$ cat config.mk
export PLATFORM = sky130hd
export DESIGN_NAME = pc_next_unit
export DESIGN_NICKNAME = d
export VERILOG_FILES = /design/src/rtl/pc_next_pkg.sv /design/src/rtl/pc_next_ctrl.sv /design/src/rtl/pc_next_dp.sv /design/src/rtl/pc_next_unit.sv
export SDC_FILE = /design/constraint.sdc
export NUM_CORES = 1
export LEC_CHECK = 0
export CAP_MARGIN = 15
export CORE_MARGIN = 1.5
export CORE_UTILIZATION = 49
export CTS_BUF_LIST = sky130_fd_sc_hd__clkbuf_8 sky130_fd_sc_hd__clkbuf_16
export CTS_CLUSTER_DIAMETER = 30
export DETAILED_ROUTE_END_ITERATION = 7
export HOLD_SLACK_MARGIN = 0.06
export PLACE_DENSITY = 0.85
export SLEW_MARGIN = 10
export SYNTH_ARGS = -nofsm -noshare
export SYNTH_HDL_FRONTEND = slang
export SYNTH_SLANG_ARGS = --single-unit
$ cat constraint.sdc
create_clock -name clk -period 10 [get_ports clk]
set_input_delay 1.5 -clock clk [delete_from_list [all_inputs] [get_ports clk]]
set_output_delay 1.5 -clock clk [all_outputs]
set_load 0.02 [all_outputs]
$ cat src/rtl/pc_next_pkg.sv
package pc_next_pkg;

  // Strobes from control to datapath; both low means sequential step.
  typedef struct packed {
    logic doJump;
    logic doBranch;
  } pcStrobe_t;

  // Index of each flag within the packed flag vector.
  typedef enum logic [1:0] {
    FLAG_CARRY = 2'd0,
    FLAG_NEG   = 2'd1,
    FLAG_OVF   = 2'd2,
    FLAG_ZERO  = 2'd3
  } flagIdx_t;

  localparam int NUM_FLAGS = 4;

endpackage

$ cat src/rtl/pc_next_ctrl.sv
module pc_next_ctrl
  import pc_next_pkg::*;
(
  input  logic                 clk,
  input  logic                 rst,
  input  logic                 loadEn,
  input  logic                 jumpSel,
  input  logic [2:0]           condSel,
  input  logic [NUM_FLAGS-1:0] flagVec,
  output pcStrobe_t            strobe
);

  logic     flagPicked;
  logic     testTrue;
  flagIdx_t flagIdx;

  assign flagIdx    = flagIdx_t'(condSel[1:0]);
  assign flagPicked = flagVec[flagIdx];
  // Bit 2 of the condition code asks for the flag to be clear.
  assign testTrue   = condSel[2] ? ~flagPicked : flagPicked;

  always_comb begin
    strobe = '0;
    if (loadEn) begin
      if (jumpSel) strobe.doJump   = 1'b1;
      else         strobe.doBranch = testTrue;
    end
  end

  AST_JUMP_STROBE: assert property (@(posedge clk) disable iff (rst)
    (loadEn && jumpSel) |-> (strobe.doJump && !strobe.doBranch)) else $error("jump strobe");
  AST_SEQ_NO_STROBE: assert property (@(posedge clk) disable iff (rst)
    !loadEn |-> (strobe == '0)) else $error("seq strobe");
  AST_CARRY_SET: assert property (@(posedge clk) disable iff (rst)
    (loadEn && !jumpSel && condSel == 3'b000) |-> (strobe.doBranch == flagVec[0])) else $error("carry set");
  AST_ZERO_CLEAR: assert property (@(posedge clk) disable iff (rst)
    (loadEn && !jumpSel && condSel == 3'b111) |-> (strobe.doBranch == !flagVec[3])) else $error("zero clear");

endmodule

$ cat src/rtl/pc_next_dp.sv
module pc_next_dp
  import pc_next_pkg::*;
#(
  parameter int PC_W  = 16,
  parameter int OFS_W = 6
) (
  input  logic             clk,
  input  logic             rst,
  input  pcStrobe_t        strobe,
  input  logic [OFS_W-1:0] branchOfs,
  input  logic [PC_W-1:0]  jumpTarget,
  output logic [PC_W-1:0]  pcOut
);

  localparam int EXT_W = PC_W - OFS_W;

  logic [PC_W-1:0] pcReg;
  logic [PC_W-1:0] ofsExt;
  logic [PC_W-1:0] pcInc;
  logic [PC_W-1:0] pcRel;
  logic [PC_W-1:0] pcNext;

  assign ofsExt = {{EXT_W{branchOfs[OFS_W-1]}}, branchOfs};
  assign pcInc  = pcReg + PC_W'(1);
  assign pcRel  = pcReg + ofsExt;

  always_comb begin
    if (strobe.doJump)        pcNext = jumpTarget;
    else if (strobe.doBranch) pcNext = pcRel;
    else                      pcNext = pcInc;
  end

  always_ff @(posedge clk) begin
    if (rst) pcReg <= '0;
    else     pcReg <= pcNext;
  end

  assign pcOut = pcReg;

  AST_RESET_CLEARS: assert property (@(posedge clk)
    rst |=> (pcReg == '0)) else $error("reset");
  AST_JUMP_LOADS: assert property (@(posedge clk) disable iff (rst)
    strobe.doJump |=> (pcReg == $past(jumpTarget))) else $error("jump");
  AST_STEP_ONE: assert property (@(posedge clk) disable iff (rst)
    (strobe == '0) |=> (pcReg == $past(pcReg) + PC_W'(1))) else $error("step");
  AST_REL_BRANCH: assert property (@(posedge clk) disable iff (rst)
    (strobe.doBranch && !strobe.doJump) |=>
      (pcReg == $past(pcReg) + {{EXT_W{$past(branchOfs[OFS_W-1])}}, $past(branchOfs)})) else $error("branch");

endmodule

$ cat src/rtl/pc_next_unit.sv
module pc_next_unit
  import pc_next_pkg::*;
#(
  parameter int PC_W  = 16,
  parameter int OFS_W = 6
) (
  input  logic             clk,
  input  logic             rst,
  input  logic             loadEn,
  input  logic             jumpSel,
  input  logic [2:0]       condSel,
  input  logic [OFS_W-1:0] branchOfs,
  input  logic [PC_W-1:0]  jumpTarget,
  input  logic             flagC,
  input  logic             flagN,
  input  logic             flagV,
  input  logic             flagZ,
  output logic [PC_W-1:0]  pcOut
);

  pcStrobe_t            strobe;
  logic [NUM_FLAGS-1:0] flagVec;

  assign flagVec = {flagZ, flagV, flagN, flagC};

  pc_next_ctrl uCtrl (
    .clk     (clk),
    .rst     (rst),
    .loadEn  (loadEn),
    .jumpSel (jumpSel),
    .condSel (condSel),
    .flagVec (flagVec),
    .strobe  (strobe)
  );

  pc_next_dp #(.PC_W(PC_W), .OFS_W(OFS_W)) uDp (
    .clk        (clk),
    .rst        (rst),
    .strobe     (strobe),
    .branchOfs  (branchOfs),
    .jumpTarget (jumpTarget),
    .pcOut      (pcOut)
  );

endmodule

# Yosys cells after proc, flatten, opt, wreduce, memory -nomap -nowiden
# Cells that the tools add are included.
word_totals:
  elab_cells: 13
  input_bits: 33
  regBits: 16
classes:
  add_sub_neg: 2
  n_lt_le_gt_ge: 1
  bitwise_logic: 1
  muxes: 8
op_table:
  columns: ["op", "n"]
  rows:
  - ["16-bit two-way mux", 2]
  - ["16-bit by 1-bit adder with 16-bit output, second input constant", 1]
  - ["16-bit adder", 1]
  - ["1-bit two-way mux", 4]
  - ["2-bit by 3-bit less-than comparator with 1-bit output, second input constant", 1]
  - ["1-bit binary-select mux with 2-bit select", 1]
  - ["2-bit two-way mux", 1]
  - ["1-bit NOT", 1]

# Longest topological paths before layout
# Gate-level depths: netlist (run 1).
depth:
  word_depth: 8
  depth_mapped: 12
  ltp_nobuf: 11

# Modules after synthesis
# A second synthesis (run 1) with hierarchy kept.
unflattened:
  cells_unflattened: 183
  hier_area_um2: 1480.2
by_module_without_submodules:
  columns: ["mod", "cells_each", "area_per_inst_um2", "n_inst", "seq_area_each_um2"]
  rows:
  - ["pc_next_dp", 179, 1435.1, 1, 320.3]
  - ["pc_next_ctrl", 4, 45.0, 1, 0.0]

# Worst setup path before layout (run 1)
# OpenSTA, ideal clock, no wires.
synth_timing:
  path_kind: "input to register"
  start: "input port condSel[0]"
  end: "register uDp.pcReg[8] (netlist: uDp.pcOut[8])"
  path_stages: 12
  n_path_buf: 1
  slack_ps: 5365
  required_ps: 9921
  setup_time_ps: 79
  t_arrival_ps: 4556
  cell_sequence: "mux4_2 > xnor2_2 > buf_6 > nor3b_1 > nand2b_1 > ha_1 > fa_1 > a211oi_1 > o21ai_1 > nand4b_1 > a2111o_1 > o211ai_1"
synth_between:
  elab_chain_len: 8
synth_rtl:
  columns: ["item", "line", "source"]
  rows:
  - ["start, declared", "pc_next_unit.sv:11", "input logic [2:0] condSel,"]
  - ["1-bit binary-select mux with 2-bit select (*)", "pc_next_ctrl.sv:18", "assign flagPicked = flagVec[flagIdx];"]
  - ["1-bit two-way mux (not written as such) (*)", "pc_next_ctrl.sv:18", null]
  - ["1-bit NOT", "pc_next_ctrl.sv:20", "assign testTrue = condSel[2] ? ~flagPicked : flagPicked;"]
  - ["1-bit two-way mux (*)", "pc_next_ctrl.sv:20", null]
  - ["1-bit two-way mux (*)", "pc_next_ctrl.sv:25", "if (jumpSel) strobe.doJump = 1'b1;"]
  - ["2-bit two-way mux (*)", "pc_next_ctrl.sv:24", "if (loadEn) begin"]
  - ["16-bit two-way mux (*)", "pc_next_dp.sv:29", "else if (strobe.doBranch) pcNext = pcRel;"]
  - ["16-bit two-way mux (*)", "pc_next_dp.sv:28", "if (strobe.doJump) pcNext = jumpTarget;"]
  - ["end signal, assigned", "pc_next_dp.sv:35", "else pcReg <= pcNext;"]
  - ["end, declared", "pc_next_dp.sv:17", "logic [PC_W-1:0] pcReg;"]
# Every way passes the cells marked *; elsewhere a longest branch is shown, timed or not. The select of a mux whose other input is x is not followed.
# A chain may end at the register's enable or synchronous reset.

# Worst setup path in the final report (run 1)
# Same ends and word-level chain as after synthesis.

==> run metrics, run 1 <==
outcome complete, no violations; commonest non-fill, non-tap cell in the layout clkdlybuf4s50_1; RD Place Congestion 0.9090; Die H 57.47 um; CP startpoint condSel[0]; Final Setup Violations 0; share of cells above drive strength 1 6.393%; Relative slew margins 33.97%; Main synth FF type dfxtp_1; H-tree depth 1; reg-to-reg startpoint uDp.pcOut[0]; Post-CTS Resized 0; Post-synth EDFFs 0; Largest register FFs 16; Min Clock Period, post-route 5341 ps; grt met1 use 31.94%; most frequent cells in the layout 48 x clkdlybuf4s50_1, 16 x nand2_1, 16 x dfxtp_1, 11 x nand3b_1, 9 x nand3_1; Max Cap Viol 0; Worst-path clk slew 70 ps; final number of hold-violating endpoints 0; syn_area_per_cell 8.122 um^2; peak supply drop 0.00009215 V; CTS tree yes; type of origin of the critical path input pin; remaining antenna violation count 0; Setup CP Type in -> reg; startpoint of the worst hold path uDp.pcOut[8]; antenna diode count 0; Nets 259; Root Buffer clkbuf_8; CTS Hold Bufs 0; GRT Total Usage 26.20%; GRT busiest layer met2; Seq/Total Area, Yosys 22.03%; Worst-Margin Slew 987.4 ps; CTS buffer count 3; Num Clock Sinks 16; vias per cell 6.444; Core Util, Final 70.99%; Hold Path Class reg -> reg; CP Data Required Time 10180 ps; Site Rows 19; met3 usage 4.535%; crit path max fanout 16; CTS Buffer Depth 2; YS warnings 0; worst skew pair latency 250 ps; unrepaired setup endpoints after global routing false; CP arrival 5520 ps; Lkg Pwr 0.7635 nW; Initial DRT Pass Iterations 4; hpwl dp 3009 um; fin. max-slew vios 0; skew final 2.701 ps; largest net degree at the start of global routing 30; pwr/cell area 106.4 mW/mm^2; Final Non-Filler Cells 250; first-pass GRT wire length 6989 um; vias in the first global route 1601; GR Util met2 48.21%; die width 57.47 um; Synth area leaders dfxtp_1 22%, nand3b_1 5.7%, ha_1 4.3%; drt drc 0; DR vias 1611; area grow syn2layout 35.80%; GRT Residual Overflow 0; postcts setup bufs 0; # IOs 49; final wirelength 4167 um; core area 0.002781 mm^2; Netlist cell types 52; initial antenna violation count 0; final setup TNS 0 ps; Filler cells 226; post-synth top area share 22.03%; Yosys reg bits 16; Reg area 320.3 um^2; Mapped Cells 179; Final Cycle Share 53.41%; DR iter-0 viols 55; Initial Util 52.27%; Multi-input gate area 0.001065 mm^2; Inst Count DP 246; FMAX 187.2 MHz; Post-synth ARST share 0%; synthesized cell area 0.001454 mm^2; DR WL/cell 16.67 um; cell taking the most area after synthesis dfxtp_1; CP endpoint kind flip-flop; post-synth net total 218; full die area 0.003303 mm^2; Port-buffer cells 48
[critical path: stages]
cell and delay (ps):
clkdlybuf4s50_1 480, mux4_2 550, xnor2_2 310, nor3b_1 470
nand2b_1 130, ha_1 250, fa_1 430, a211oi_1 330
o21ai_1 270, nand4b_1 270, a2111o_1 450, o211ai_1 90
[synthesized netlist by cell type, types with 5 or more instances]
cell type,number
dfxtp_1,16
nand2_1,16
nand3b_1,11
clkbuf_1,10
nand3_1,9
nor3_1,8
o211ai_1,8
a21oi_1,7
and2_1,7
or3_1,7
nor2_1,6
ha_1,5
o21ai_0,5
[final cells by class]
cell class	count	share of cell area, %
Multi-Input combinational cell	147	53.93
Timing Repair Buffer	48	24.33
Sequential cell	16	16.22
Clock buffer	4	2.788
Tap cell	31	1.965
Inverter	4	0.7605
[final timing paths]
kind	to	slack, ps	depth (start not counted)
worst max register to register	uDp.pcOut[8]	7540	7
worst min-delay path	uDp.pcOut[8]	580	2
worst max-delay path	uDp.pcOut[8]	4660	12
worst min register to register	uDp.pcOut[8]	580	2
[cells by family (layout without fill, tap and decap cells)]
family | Yosys count | count (layout) | synth area share [%]
AND/OR/NAND/NOR | 87 | 87 | 35.11
XOR/XNOR | 5 | 5 | 4.562
multiplexers | 1 | 1 | 1.549
AO/OA/AOI/OAI | 48 | 48 | 26.33
buffers and inverters | 16 | 56 | 4.733
adder cells (fa/ha/maj) | 6 | 6 | 5.680
flip-flops | 16 | 16 | 22.03
[power breakdown]
part	switching, W	leakage [nW]	internal (W)	total [W]
Combinational	0.0000355	0.603	0.0000377	0.0000732
Clock	0.0000250	0.0288	0.0000350	0.0000600
Sequential	0.00000782	0.132	0.0000691	0.0000769
Total	0.0000683	0.764	0.000142	0.000210
[per-layer routing]
metal / wire length (um) / share of wire, % / up-vias
met2: 2149 / 52 / 64
met1: 1766 / 42 / 764
li1: - / - / 779
met5: 0 / 0 / -
met4: 19 / 0.46 / 0
met3: 232 / 5.6 / 4
[metrics by stage]
step                      power (W)  hold WS, ps  worst slack, ps  area [um^2]
after floorplan           0.0001202        608.4             5365         1454
after global placement    0.0001483        550.4             4634         1919
after detailed placement  0.0001501        562.9             4431         1919
after CTS                 0.0002093        581.7             4670         1974
after global routing      0.0002208        626.7             4461         1974
final                     0.0002101        579.5             4659         1974
Power figures use the tool's default switching activity.
==> inputs of run 2 (changes only) <==
- CORE_UTILIZATION: 49 -> 46
- PLACE_DENSITY: 0.85 -> 0.81
- clock period: 10 -> 5.25 ns (I/O delays scaled with it)
==> run 2 against run 1 <==
Via count shrank 0.19%. Hold slack lost 6.2 ps. Critical path depth is the same. Sequential share of layout area shrank 0.13 points. Cell count grew 5.2%. First-iteration DRC count grew 53%. Highest routed layer unchanged. Die area grew 6.2%. Critical endpoint unchanged. Register-to-register slack lost 4800 ps. Non-clock buffer count is the same. Flip-flop and latch count is the same. Worst setup slack lost 4200 ps.
==> run metrics, run 2 (synthesis gave the netlist of run 1 again) <==
Root Buffer clkbuf_8 (unchanged); Hold Path Depth 2 (unchanged); depth of the most critical reg-to-reg path 7 (unchanged); design area 0.001991 mm^2 (was 0.001974 mm^2); Post-CTS Resized 0 (unchanged); GRT Total Usage 24.47% (was 26.20%); Initial DRT Pass Iterations 5 (was 4); Site Rows 20 (was 19); CP endpoint kind flip-flop (unchanged); vias per cell 6.114 (was 6.444); CP startpoint condSel[0] (unchanged); Worst-path clk slew 80 ps (was 70 ps); WP buf/inv 1 (unchanged); type of origin of the critical path input pin (unchanged); commonest non-fill, non-tap cell in the layout clkdlybuf4s50_1 (unchanged); largest net degree at the start of global routing 30 (unchanged); Final Cycle Share 90.47%; CTS Buffer Depth 2 (unchanged); Num Clock Sinks 16 (unchanged); Final Setup Violations 0 (unchanged); Lkg Pwr 0.7635 nW (unchanged); CP top delay family compound AO/OA/AOI/OAI gates (unchanged); DR vias 1608 (was 1611); worst r2r dst uDp.pcOut[8] (unchanged); drt drc 0 (unchanged); most frequent cells in the layout 48 x clkdlybuf4s50_1, 16 x nand2_1, 16 x dfxtp_1, 11 x nand3b_1, 9 x nand3_1 (unchanged); core area 0.003028 mm^2 (was 0.002781 mm^2); peak supply drop 0.0001032 V (was 0.00009215 V); initial antenna violation count 0 (unchanged); Die H 59.22 um (was 57.47 um); Area after DPL 0.001936 mm^2 (was 0.001919 mm^2); CTS buffer count 3 (unchanged); vias in the first global route 1470 (was 1601); fin. max-slew vios 0 (unchanged); Setup CP Type in -> reg (unchanged); reg-to-reg startpoint uDp.pcOut[0] (unchanged); H-tree depth 1 (unchanged); Max stage delay on crit path 560 ps (was 550 ps); area grow syn2layout 36.92% (was 35.80%); final setup TNS 0 ps (unchanged); final wirelength 4140 um (was 4167 um); CTS tree yes (unchanged); Max Cap Viol 0 (unchanged); Largest register FFs 16 (unchanged); final number of hold-violating endpoints 0 (unchanged); worst skew pair latency 260 ps (was 250 ps); first-pass GRT wire length 6630 um (was 6989 um); DR iter-0 viols 84 (was 55); crit path max fanout 16 (unchanged); Min Clock Period, post-route 4750 ps; Worst-Margin Slew 981.6 ps (was 987.4 ps); Final WS setup 500.5 ps (was 4659 ps); remaining antenna violation count 0 (unchanged); CP Data Required Time 5440 ps (was 10180 ps); Nets 259 (unchanged); postcts setup bufs 0 (unchanged); Worst path depth 12 (unchanged); hpwl dp 3022 um (was 3009 um); Port-buffer cells 48 (unchanged); share of cells above drive strength 1 6.393% (unchanged); Filler cells 274 (was 226); Hold Path Class reg -> reg (unchanged); CTS Hold Bufs 0 (unchanged); skew final 4.286 ps (was 2.701 ps); pre-CTS setup slack 391.3 ps (was 4431 ps); RD Place Congestion 0.8764 (was 0.9090); outcome complete, no violations (unchanged); crit path to uDp.pcOut[8] (unchanged); crit path cell chain clkdlybuf4s50_1 > mux4_2 > xnor2_2 > nor3b_1 > nand2b_1 > ha_1 > fa_1 > a211oi_1 > o21ai_1 > nand4b_1 > a2111o_1 > o211ai_1 (unchanged); CP arrival 4940 ps (was 5520 ps); Relative slew margins 34.35% (was 33.97%); FF-to-FF setup slack 2710 ps (was 7540 ps); Initial Util 48.02% (was 52.27%); # IOs 49 (unchanged); antenna diode count 0 (unchanged); DR WL/cell 15.74 um (was 16.67 um); GRT Residual Overflow 0 (unchanged); full die area 0.003507 mm^2 (was 0.003303 mm^2); FMAX 210.5 MHz; die width 59.22 um (was 57.47 um); unrepaired setup endpoints after global routing false (unchanged); pwr/cell area 202.7 mW/mm^2 (was 106.4 mW/mm^2); CP max-delay cell mux4_2 (unchanged)
[run 2: cell counts in the layout (fill, tap and decap cells not counted)]
No cell type changed its count.
[run 2: worst min-delay path by stage]
stage	startpoint	end	slack [ps]
after floorplan	uDp.pcOut[8]	uDp.pcOut[8]	610
after global placement	uDp.pcOut[8]	uDp.pcOut[8]	560
after detailed placement	uDp.pcOut[8]	uDp.pcOut[8]	560
after CTS	uDp.pcOut[8]	uDp.pcOut[8]	570
after global routing	uDp.pcOut[8]	uDp.pcOut[8]	630
final	uDp.pcOut[8]	uDp.pcOut[8]	570
[run 2: metrics by stage]
| stage | hold slack (ps) | std cells | power, W | util [%] |
|---|---|---|---|---|
| after floorplan | 608.4 | 179 | 0.0002289 | - |
| after global placement | 557.4 | 259 | 0.0002817 | 63.93 |
| after detailed placement | 563.7 | 259 | 0.0002857 | 63.93 |
| after CTS | 571.9 | 263 | 0.0004028 | 65.74 |
| after global routing | 632.8 | 263 | 0.0004232 | 65.74 |
| final | 573.3 | 263 | 0.0004036 | 65.74 |
[run 2: final cells by class]
| type | count | area (um^2) | share of cell area [%] |
|---|---|---|---|
| Clock buffer | 4 | 55.05 | 2.766 |
| Inverter | 4 | 15.01 | 0.7542 |
| Multi-Input combinational cell | 147 | 1065 | 53.49 |
| Sequential cell | 16 | 320.3 | 16.09 |
| Tap cell | 44 | 55.05 | 2.766 |
| Timing Repair Buffer | 48 | 480.5 | 24.14 |
[run 2: worst min-delay path, delay by kind of cell (launching register included)]
kind / cells / cell delay, ps
compound gates: 1 / 80
simple gates: 1 / 90
flops: 1 / 360
[run 2: power by group]
group,switching [W],total (W),leakage (nW),internal (W)
combinational,0.0000669,0.000139,0.603,0.0000717
clock,0.0000520,0.000119,0.0288,0.0000668
sequential,0.0000147,0.000146,0.132,0.000132
[run 2: routing by layer]
layer  track usage, %  vias to the layer above  share of wire [%]
li1                 -                      784                  -
met1            29.91                      747                 42
met2            43.17                       69                 50
met3            3.493                        8                6.0
met4            8.766                        0                1.6
met5                0                        -                  0
